<file path="src/rtl/spi_hold_gate_pkg.sv">
package spi_hold_gate_pkg;

  typedef enum logic [1:0] {
    HP_RUN    = 2'd0,
    HP_PEND   = 2'd1,
    HP_PAUSED = 2'd2
  } hpState_t;

  // strobes from the pause control to the edge datapath
  typedef struct packed {
    logic gateOpen;   // edges may pass to the engine
    logic dropFall;   // absorb the falling edge that starts a deferred pause
    logic armClr;     // withdraw output drive arming
    logic armSet;     // re-arm output drive
  } hpCtl_t;

endpackage

</file>
<file path="src/rtl/spi_hold_gate_ctrl.sv">
module spi_hold_gate_ctrl
  import spi_hold_gate_pkg::*;
(
  input  logic   clk,
  input  logic   rstN,
  input  logic   csN,
  input  logic   holdN,
  input  logic   sckIn,
  input  logic   sckFall,
  output hpCtl_t ctl
);

  hpState_t state, stateNxt;
  logic     enterNow;

  assign enterNow = (state == HP_RUN) && !holdN && !sckIn && !csN;

  always_comb begin
    stateNxt = state;
    if (csN) begin
      stateNxt = HP_RUN;
    end else begin
      unique case (state)
        HP_RUN: begin
          if (!holdN) stateNxt = sckIn ? HP_PEND : HP_PAUSED;
        end
        HP_PEND: begin
          if (sckFall) stateNxt = holdN ? HP_RUN : HP_PAUSED;
        end
        HP_PAUSED: begin
          if (holdN && !sckIn) stateNxt = HP_RUN;
        end
        default: stateNxt = HP_RUN;
      endcase
    end
  end

  always_ff @(posedge clk or negedge rstN) begin
    if (!rstN) state <= HP_RUN;
    else       state <= stateNxt;
  end

  always_comb begin
    ctl.gateOpen = !csN && (state != HP_PAUSED) && !enterNow;
    ctl.dropFall = (state == HP_PEND) && !holdN;
    ctl.armClr   = csN || (state == HP_PAUSED) || enterNow;
    ctl.armSet   = (state == HP_RUN) && !sckIn && holdN && !csN;
  end

  // pause begins at once when requested with the serial clock low
  p_pause_on_low_r5: assert property (@(posedge clk) disable iff (!rstN)
    (state == HP_RUN && !holdN && !sckIn && !csN) |=> (state == HP_PAUSED));

  // a deferred pause waits while the serial clock stays high
  p_pending_waits_r6: assert property (@(posedge clk) disable iff (!rstN)
    (state == HP_PEND && sckIn && !csN) |=> (state == HP_PEND));

  // no resume while the serial clock is high
  p_no_resume_high_r7: assert property (@(posedge clk) disable iff (!rstN)
    (state == HP_PAUSED && sckIn && !csN) |=> (state == HP_PAUSED));

  // deselect always returns to running
  p_deselect_clears_r9: assert property (@(posedge clk) disable iff (!rstN)
    csN |=> (state == HP_RUN));

endmodule

</file>
<file path="src/rtl/spi_hold_gate_dp.sv">
module spi_hold_gate_dp
  import spi_hold_gate_pkg::*;
(
  input  logic   clk,
  input  logic   rstN,
  input  logic   csN,
  input  logic   sckIn,
  input  logic   holdN,
  input  logic   engSoReq,
  input  hpCtl_t ctl,
  output logic   sckFall,
  output logic   sckRiseStb,
  output logic   sckFallStb,
  output logic   siValid,
  output logic   soOe,
  output logic   seqEnd
);

  logic sckQ;
  logic csQ;
  logic soArm;
  logic sckRise;

  always_ff @(posedge clk or negedge rstN) begin
    if (!rstN) begin
      sckQ  <= 1'b0;
      csQ   <= 1'b1;
      soArm <= 1'b0;
    end else begin
      sckQ <= sckIn;
      csQ  <= csN;
      if (ctl.armClr)      soArm <= 1'b0;
      else if (ctl.armSet) soArm <= 1'b1;
    end
  end

  assign sckRise    = sckIn && !sckQ;
  assign sckFall    = !sckIn && sckQ;
  assign siValid    = ctl.gateOpen;
  assign sckRiseStb = sckRise && ctl.gateOpen;
  assign sckFallStb = sckFall && ctl.gateOpen && !ctl.dropFall;
  assign soOe       = soArm && holdN && !csN && engSoReq;
  assign seqEnd     = csN && !csQ;

  // end-of-sequence strobe lasts a single cycle
  p_seqend_single_r2: assert property (@(posedge clk) disable iff (!rstN)
    seqEnd |=> !seqEnd);

  // a passed rising strobe is never repeated on the next cycle
  p_rise_single_r3: assert property (@(posedge clk) disable iff (!rstN)
    sckRiseStb |=> !sckRiseStb);

  // pause request silences the output driver
  p_so_off_hold_r4: assert property (@(posedge clk) disable iff (!rstN)
    !holdN |-> !soOe);

  // nothing reaches the engine while deselected
  p_quiet_deselect_r2: assert property (@(posedge clk) disable iff (!rstN)
    csN |-> !(sckRiseStb || sckFallStb || soOe));

endmodule

</file>
<file path="src/rtl/spi_hold_gate.sv">
module spi_hold_gate
  import spi_hold_gate_pkg::*;
(
  input  logic clk,
  input  logic rstN,
  input  logic csN,
  input  logic sckIn,
  input  logic holdN,
  input  logic engSoReq,
  output logic sckRiseStb,
  output logic sckFallStb,
  output logic siValid,
  output logic soOe,
  output logic seqEnd
);

  hpCtl_t ctl;
  logic   sckFall;

  spi_hold_gate_ctrl u_ctrl (
    .clk     (clk),
    .rstN    (rstN),
    .csN     (csN),
    .holdN   (holdN),
    .sckIn   (sckIn),
    .sckFall (sckFall),
    .ctl     (ctl)
  );

  spi_hold_gate_dp u_dp (
    .clk        (clk),
    .rstN       (rstN),
    .csN        (csN),
    .sckIn      (sckIn),
    .holdN      (holdN),
    .engSoReq   (engSoReq),
    .ctl        (ctl),
    .sckFall    (sckFall),
    .sckRiseStb (sckRiseStb),
    .sckFallStb (sckFallStb),
    .siValid    (siValid),
    .soOe       (soOe),
    .seqEnd     (seqEnd)
  );

  // the two edge strobes never coincide
  p_one_edge_r3: assert property (@(posedge clk) disable iff (!rstN)
    !(sckRiseStb && sckFallStb));

endmodule

</file>
<file path="config.mk">
export PLATFORM = sky130hd
export DESIGN_NAME = spi_hold_gate
export DESIGN_NICKNAME = d
export VERILOG_FILES = /design/src/rtl/spi_hold_gate_pkg.sv /design/src/rtl/spi_hold_gate_ctrl.sv /design/src/rtl/spi_hold_gate_dp.sv /design/src/rtl/spi_hold_gate.sv
export SDC_FILE = /design/constraint.sdc
export NUM_CORES = 1
export LEC_CHECK = 0
export CORE_AREA = 2 2 39 41
export CTS_BUF_LIST = sky130_fd_sc_hd__clkbuf_4 sky130_fd_sc_hd__clkbuf_8
export DETAILED_ROUTE_END_ITERATION = 8
export DIE_AREA = 0 0 41 43
export DONT_BUFFER_PORTS = 1
export PLACE_DENSITY = 0.36
export SETUP_SLACK_MARGIN = 0.5
export SLEW_MARGIN = 10
export SYNTH_ARGS = -nofsm -noshare
export SYNTH_HDL_FRONTEND = slang
export SYNTH_HIERARCHICAL = 1
export SYNTH_SLANG_ARGS = --single-unit
</file>
<file path="constraint.sdc">
create_clock -name clk -period 1.35 [get_ports clk]
set_input_delay 0.135 -clock clk [delete_from_list [all_inputs] [get_ports clk]]
set_output_delay 0.135 -clock clk [all_outputs]
set_load 0.01 [all_outputs]
</file>
==> results.md, run 1 <==
* Outcome: finished with violations
* Failing checks: negative setup slack
* Layout cell share with drive strength beyond 1 at 54.1%
* Sum Neg Setup Slack at -0.0136 ns
* GR peak layer: met2
* Register-to-Register Path Depth at 4
* Fin crit share at 101%
* Global-route wire length before repair at 1010 um
* Non-filler cells, final at 53
* Placed standard-cell area at 307 um^2
* Drt wl/cell at 13.2 um
* Place WS at 0.147 ns
* Final wirelength at 698 um
* Cell variety after synth at 19
* Die Area at 1760 um^2
* Antenna violations before repair at 0
* Leak at 0.185 nW
* Post-synth top area share at 35.7%
* Synth area leader: dfrtp_1
* FF+latch count, synth at 5
* Largest cells by area after synthesis: dfrtp_1 (36%), dfstp_2 (9.4%), and4bb_2 (4.5%)
* Worst Slack Setup Final at -0.0136 ns
* Max rail drop VDD at 0.372 mV
* Period minus WS final at 1.36 ns
* Crit path DAT at 1.23 ns
* Crit end category: output port
* Synthesized Nets at 32
* Kind of critical path: flop to output port
* DRC at 0
* GRT Total Usage at 9.38%
* Synth warn at 6
* Via count at 234
* Met2 Use GR at 13.1%
* CTS max path bufs at 2
* Slew HR at 84.4%
* Clock latency on the worst-skew pair at 0.24 ns
* Mapped Area at 280 um^2
* Core Region at 1380 um^2
* Hold path depth at 2
* GR Layer Usage met1 at 10.8%
* Worst-path clk slew at 0.04 ns
* Area of the multi-input gates at 189 um^2
* Die height at 43 um
* Gr ovfl total at 0
* Register cell area after layout at 128 um^2
* Final Hold Fails at 0
* Clock skew at 0.000275 ns
* Post-layout util at 31.6%
* # fillers at 156
* Post-synthesis average cell area at 10.8 um^2
* Synth Instances at 26
* Final net count at 44
* Slew @ Worst Pin at 0.233 ns
* Startpoint types: flop
* Antenna Nets Post-Route at 0
* CTS tree: done
* Pwr dens at 990 nW/um^2
* Area grow syn2layout at 56.2%
* Max-slew violations at 0
* RD Place Congestion at 0.675
* RSZ-0062 raised after global routing: yes
* Core Rows at 14
* Drt pass-1 iters at 2
* Clk sinks at 5
* Peak Freq at 733 MHz
* Largest net degree at the start of global routing at 9
* Die Width at 41 um
* Number of global-route vias before repair at 243
* Final Instance Area at 438 um^2
* Via density at 4.42
* HP Class: primary input to flop
* I/O pin total at 11
* Sequential fraction of the synthesis area at 45.1%
* Req. time, crit path at 1.22 ns
* Buffers on Ports at 0
* Root Driver: clkbuf_4
* DP Wirelength at 456 um
* Iter 0 DRT Violations at 2
* Max Cap Viol at 0
* Crit path max fanout at 3
* Final Setup Violations at 1
* Initial cell density of the core at 20.3%
* N_diodes at 0
* CTS Buf Count at 3
* Placed insts at 42
* Grt met3 use at 3.14%
* H-tree levels at 1
[repair_timing]
| item | CTS | global route |
|---|---|---|
| setup buffers | 4 | 0 |
| gates resized for setup | 6 | 3 |
| pin swaps | 6 | 3 |
| endpoints found under the hold margin | 9 | 0 |
| endpoints found under the setup margin | 8 | 8 |
| hold buffers | 3 | 0 |
[power by group]
group          internal, W  total (W)  leakage, nW  switching (W)
combinational    0.0000467  0.0000761        0.106      0.0000294
clock             0.000132   0.000190       0.0184      0.0000583
sequential        0.000160   0.000168       0.0613     0.00000767
[layout by cell type, fill, tap and decap left out, types with 2 or more instances in the layout]
| cell | n |
|---|---|
| o21ba_4 | 2 |
| buf_4 | 4 |
| dlygate4sd3_1 | 3 |
| a21oi_1 | 2 |
| clkbuf_4 | 4 |
| dfrtp_1 | 3 |
| nor2_1 | 2 |
[area by class of cell]
| cell class | instances | area share [%] |
|---|---|---|
| multi-input cells | 20 | 43.1 |
| flip-flops and latches | 5 | 29.1 |
| repair buffers | 8 | 16.3 |
| clock buffers | 4 | 6.86 |
| well taps | 16 | 4.57 |
[worst paths after layout]
kind / endpoint / slack (ns) / from
setup / recovery: sckFallStb / -0.01 / u_ctrl/state[1]
min in group asynchronous: u_dp/sckQ / 0.19 / rstN
hold / removal: u_ctrl/state[1] / 0.08 / csN
hold reg to reg: u_dp/soArm / 0.60 / u_dp/soArm
setup reg to reg: u_dp/soArm / 0.24 / u_ctrl/state[1]
max in group asynchronous: u_dp/csQ / 0.91 / rstN
[worst max-delay path, cell delays in order, from the launching register on]
cell and delay, ns:
dfrtp_1 0.40, buf_4 0.15, nor3b_2 0.16, and4bb_2 0.27
[routing by layer]
layer  vias up  share of wire, %
li1        114                 -
met1       114                44
met2         6                51
met3         0               5.7
met4         0                 0
met5         -                 0
[through the flow]
stage          hold WS (ns)  power, W
4_1_cts              0.0774  0.000439
2_1_floorplan        -0.161  0.000203
6_report             0.0845  0.000434
3_5_place_dp         -0.160  0.000209
3_3_place_gp         -0.160  0.000209
5_1_grt              0.0893  0.000462
[flip-flops by register name, indices dropped and copies added (netlist names)]
name          count
u_dp/sckQ         1
u_ctrl/state      2
u_dp/csQ          1
u_dp/soArm        1
[cells by family (layout without fill, tap and decap cells)]
kind of cell,after synthesis,in the layout,share of synthesized area [%]
AOI/OAI and AO/OA,5,5,13.4
buffers and inverters,1,12,2.68
and+or+nand+nor,15,15,38.8
DFF,5,5,45.1
[synthesized netlist by cell type]
cell	instances
dfrtp_1	4
and3b_2	1
nand2b_1	1
nor4_1	1
buf_4	1
nor3b_2	1
dfstp_2	1
or2_1	1
o31ai_1	1
nor2b_1	2
a21oi_1	2
o21ba_2	1
and2b_2	1
nor3_1	1
nor2_1	3
and4b_1	1
nand3b_1	1
o21ba_1	1
and4bb_2	1
Power figures use the tool's default switching activity.
==> run 2: changes to the inputs <==
==> constraint.sdc (replaced) <==
create_clock -name clk -period 1.35 [get_ports clk]
set_input_delay 0.2025 -clock clk [delete_from_list [all_inputs] [get_ports clk]]
set_output_delay 0.2025 -clock clk [all_outputs]
set_load 0.01 [all_outputs]
==> run 2 against run 1 <==
- the run still ends with negative setup slack left
- highest routed layer is now met4
- combinational power grew 8.1%
- via count grew 3.0%
- first-iteration DRC count is the same
- clock power is essentially flat
- sequential power is essentially flat
==> results.md, run 2 (same netlist as run 1, synthesis figures left out) <==
* N_diodes at 0
* Kind of critical path: flop to output port
* Reg power frac at 37.9%
* Power Total at 0.000437 W
* Drt wl/cell at 13.0 um
* Sw Share at 22.0%
* Clock latency on the worst-skew pair at 0.24 ns
* DRC at 0
* Clk sinks at 5
* Fin crit share at 105%
* Antenna violations before repair at 0
* HP Class: primary input to flop
* Pint at 0.000341 W
* Final net count at 45
* Reg2reg setup slack at 0.09 ns
* Commonest cells after routing, fill and taps aside: buf_4 (6), clkbuf_4 (4), dfrtp_1 (4)
* # fillers at 149
* Slew @ Worst Pin at 0.230 ns
* Largest net degree at the start of global routing at 10
* Core Region at 1380 um^2
* DP Wirelength at 448 um
* Max rail drop VDD at 0.408 mV
* CTS max path bufs at 2
* Outcome: finished with violations
* Gr ovfl total at 0
* Via density at 4.46
* Leak at 0.194 nW
* Worst Slack Setup Final at -0.0661 ns
* Die Area at 1760 um^2
* Die Width at 41 um
* GRT Total Usage at 9.69%
* Clock power share at 43.3%
* Max reg flops at 2
* Global-route wire length before repair at 1060 um
* Area grow syn2layout at 62.5%
* RD Place Congestion at 0.655
* CTS tree: done
* CP max stage cell: dfrtp_1
* Area of the multi-input gates at 204 um^2
* Peak Freq at 706 MHz
* Root Driver: clkbuf_4
* H-tree levels at 1
* Iter 0 DRT Violations at 2
* Startpoint types: flop
* Die height at 43 um
* I/O pin total at 11
* Worst-path clk slew at 0.04 ns
* Number of global-route vias before repair at 256
* Max incr delay on CP at 0.38 ns
* Commonest non-fill, non-tap cell in the layout: buf_4
* Core Rows at 14
* Via count at 241
* Req. time, crit path at 1.15 ns
* CTS Buf Count at 3
* Top reg by flops: u_ctrl/state
* Period minus WS final at 1.42 ns
* Buffers on Ports at 0
* Initial cell density of the core at 20.3%
* Max-slew violations at 0
* Crit end category: output port
* Max Cap Viol at 0
* Final wirelength at 703 um
* Placed standard-cell area at 307 um^2
* Final Setup Violations at 2
* Drt pass-1 iters at 3
* Cells along the critical path: buf_4 > nor3b_4 > and4bb_2
* Final Instance Area at 455 um^2
* Final Hold Fails at 0
* RSZ-0062 raised after global routing: yes
* Antenna Nets Post-Route at 0
* Crit path max fanout at 2
* Sw Pwr at 0.0000964 W
* Failing checks: negative setup slack
* Register cell area after layout at 126 um^2
* Pwr dens at 961 nW/um^2
* Slew HR at 84.6%
* Layout cell share with drive strength beyond 1 at 57.9%
* Clock skew at 0.00117 ns
* Combinational power share at 18.8%
* Crit path DAT at 1.21 ns
run 2: path summary, 6_finish.rpt:
| kind | startpoint | to | depth (start not counted) |
|---|---|---|---|
| max reg2reg | u_ctrl/state[1] | u_dp/soArm | 5 |
| min reg2reg | u_ctrl/state[0] | u_ctrl/state[1] | 1 |
| max | u_ctrl/state[1] | sckFallStb | 3 |
| min | csN | u_ctrl/state[0] | 1 |
| max in group asynchronous | rstN | u_dp/csQ | 1 |
| min in group asynchronous | rstN | u_ctrl/state[0] | 1 |
run 2: power groups by stage:
stage / clock [W] / combinational [W] / sequential [W]
2_1_floorplan: 0 / 0.0000358 / 0.000167
3_3_place_gp: 0 / 0.0000399 / 0.000169
3_5_place_dp: 0 / 0.0000399 / 0.000169
4_1_cts: 0.000200 / 0.0000726 / 0.000166
5_1_grt: 0.000218 / 0.0000886 / 0.000167
6_report: 0.000189 / 0.0000823 / 0.000166
run 2: critical path, delay by kind of cell, from the launching register on:
family	cells	cell delay, ns
AND/OR/NAND/NOR	2	0.44
buffers and inverters	1	0.15
flip-flops	1	0.38
run 2: per-layer routing:
metal / GRT usage, % / share of wire, %
met1: 10.8 / 37
met2: 13.1 / 55
met3: 4.71 / 6.7
met4: 8.00 / 0.85
met5: 0 / 0
run 2: what timing repair did:
| action | in CTS | in global routing |
|---|---|---|
| hold buffers | 3 | 0 |
| resized for setup | 7 | 3 |
| endpoints found under the setup margin | 8 | 8 |
| hold endpoints to repair | 7 | 0 |
| pin swaps | 6 | 2 |
| buffers inserted | 4 | 1 |
run 2: layout make-up:
type | instances | area share [%]
flip-flops and latches | 5 | 27.7
multi-input cells | 20 | 44.8
well taps | 16 | 4.40
clock buffers | 4 | 6.59
repair buffers | 9 | 16.5
run 2: per-stage QoR:
| stage | utilization [%] | hold WS (ns) | std cells | TNS, ns | worst slack, ns |
|---|---|---|---|---|---|
| after floorplan | - | -0.0931 | 26 | 0 | 0.177 |
| after global placement | 22.2 | -0.0929 | 42 | 0 | 0.0855 |
| after detailed placement | 22.2 | -0.0929 | 42 | 0 | 0.0681 |
| after CTS | 30.8 | 0.0143 | 53 | -0.131 | -0.0905 |
| after global routing | 32.9 | 0.000177 | 54 | -0.215 | -0.135 |
| final | 32.9 | 0.0268 | 54 | -0.0686 | -0.0661 |
==> run 3: changes to the inputs <==
==> constraint.sdc (replaced) <==
create_clock -name clk -period 1.35 [get_ports clk]
set_input_delay 0.2025 -clock clk [delete_from_list [all_inputs] [get_ports clk]]
set_output_delay 0.2025 -clock clk [all_outputs]
set_load 0.1 [all_outputs]
==> run 3 against run 2 <==
- the run still ends with negative setup slack left
- worst setup slack got worse by 0.13 ns
- flip-flop and latch count did not move
- critical path depth up 1
- cell count rose by 3.7%
- sequential power is essentially flat
- first-iteration DRC count unchanged
- clock power about the same
- maximum frequency fell by 8.6%
- sequential share of layout area is 3.1 points lower
- final area is 12% higher
==> results.md, run 3 (same netlist as run 1, synthesis figures left out) <==
* Buffers on Ports at 0
* Top reg by flops: u_ctrl/state
* Pwr dens at 989 nW/um^2
* Antenna violations before repair at 0
* Req. time, crit path at 1.15 ns
* N_diodes at 0
* H-tree levels at 1
* CTS Buf Count at 3
* Placed standard-cell area at 397 um^2
* Core Rows at 14
* Die Area at 1760 um^2
* Worst r2r src: u_ctrl/state[1]
* Crit path max fanout at 3
* Via count at 262
* GRT Total Usage at 10.5%
* Crit end category: output port
* Antenna Nets Post-Route at 0
* Max rail drop VDD at 0.503 mV
* DP Wirelength at 501 um
* Leak at 0.212 nW
* Worst Slack Setup Final at -0.200 ns
* RSZ-0062 raised after global routing: yes
* Global-route wire length before repair at 1170 um
* Worst-path clk slew at 0.04 ns
* Clk sinks at 5
* Die height at 43 um
* Die Width at 41 um
* CP max stage cell: dfrtp_1
* Kind of critical path: flop to output port
* Non-filler cells, final at 56
* Final Instance Area at 512 um^2
* Clock latency on the worst-skew pair at 0.24 ns
* Worst Setup SP: u_ctrl/state[1]
* CTS max path bufs at 2
* Core Region at 1380 um^2
* Initial cell density of the core at 20.3%
* DRC at 0
* Max Cap Viol at 0
* Period minus WS final at 1.55 ns
* Max-slew violations at 0
* Root Driver: clkbuf_4
* Startpoint types: flop
* Outcome: finished with violations
* Final net count at 47
* Layout cell share with drive strength beyond 1 at 60.0%
* Final wirelength at 689 um
* Place WS at 0.00826 ns
* Failing checks: negative setup slack
* RD Place Congestion at 0.851
* Slew @ Worst Pin at 0.345 ns
* Number of global-route vias before repair at 282
* Slew HR at 77.0%
* Peak Freq at 645 MHz
* Final Hold Fails at 0
* Drt pass-1 iters at 4
* Area grow syn2layout at 82.6%
* Max incr delay on CP at 0.38 ns
* Placed insts at 47
* HP Class: primary input to flop
* Clock skew at 0.0000470 ns
* CTS tree: done
* Crit path DAT at 1.35 ns
* Largest net degree at the start of global routing at 10
* Drt wl/cell at 12.3 um
* Max reg flops at 2
* # fillers at 143
* Cells along the critical path: o21ba_4 > nor2_4 > and4bb_4 > buf_12
* Iter 0 DRT Violations at 2
* Via density at 4.68
* Gr ovfl total at 0
* Final Setup Violations at 3
* I/O pin total at 11
* Fin crit share at 115%
* Commonest cells after routing, fill and taps aside: clkbuf_4 (4), buf_12 (4), buf_4 (4), dfrtp_1 (4), dlygate4sd3_1 (3)
* Hold wc startpoint: csN
## run 3: worst paths after layout
kind	slack, ns	depth (start not counted)	to
worst max-delay path	-0.20	4	sckFallStb
worst min-delay path	0.03	1	u_ctrl/state[0]
worst max register to register	0.30	3	u_dp/soArm
worst min register to register	0.59	2	u_ctrl/state[0]
max in group asynchronous	0.83	1	u_dp/csQ
min in group asynchronous	0.26	1	u_ctrl/state[0]
## run 3: final cells by class
| class | count | area, um^2 | area share (%) |
|---|---|---|---|
| repair buffers | 11 | 140 | 27.4 |
| multi-input cells | 20 | 195 | 38.1 |
| clock buffers | 4 | 30.0 | 5.87 |
| well taps | 16 | 20.0 | 3.91 |
| flip-flops and latches | 5 | 126 | 24.7 |
## run 3: layer usage
metal  GRT usage, %  wire length [um]  vias to the layer above  share of wire (%)
met5              0                 0                        -                  0
met4           10.0                 0                        0                  0
met3           4.71                56                        0                8.1
met2           14.1               341                       11                 49
met1           11.4               291                      128                 42
li1               -                 -                      123                  -
## run 3: critical path: cells and delay by family (launching register included)
kind / cells / cell delay [ns]
AO/OA/AOI/OAI: 1 / 0.21
flip-flops: 1 / 0.38
AND/OR/NAND/NOR: 2 / 0.35
buffers and inverters: 1 / 0.17
## run 3: stage by stage
step	TNS [ns]	hold WS [ns]	total power, W	utilization [%]
final	-0.419	0.0308	0.000506	37.0
after global routing	-0.571	0.0281	0.000535	37.0
after CTS	-0.519	0.0216	0.000516	36.6
after detailed placement	0	-0.0930	0.000285	28.7
after global placement	0	-0.0930	0.000283	28.7
after floorplan	-0.0363	-0.0931	0.000255	-
## run 3: power by group
part	switching [W]	internal, W	total, W
Clock	0.0000583	0.000132	0.000190
Combinational	0.0000815	0.0000699	0.000151
Sequential	0.00000552	0.000160	0.000165
## run 3: timing repair
| item | 4_1_cts | 5_1_grt |
|---|---|---|
| setup endpoints to repair | 8 | 8 |
| hold buffers | 3 | 0 |
| gates resized for setup | 7 | 1 |
| pin swaps | 5 | 3 |
| hold endpoints to repair | 7 | 0 |
| setup buffers | 2 | 0 |
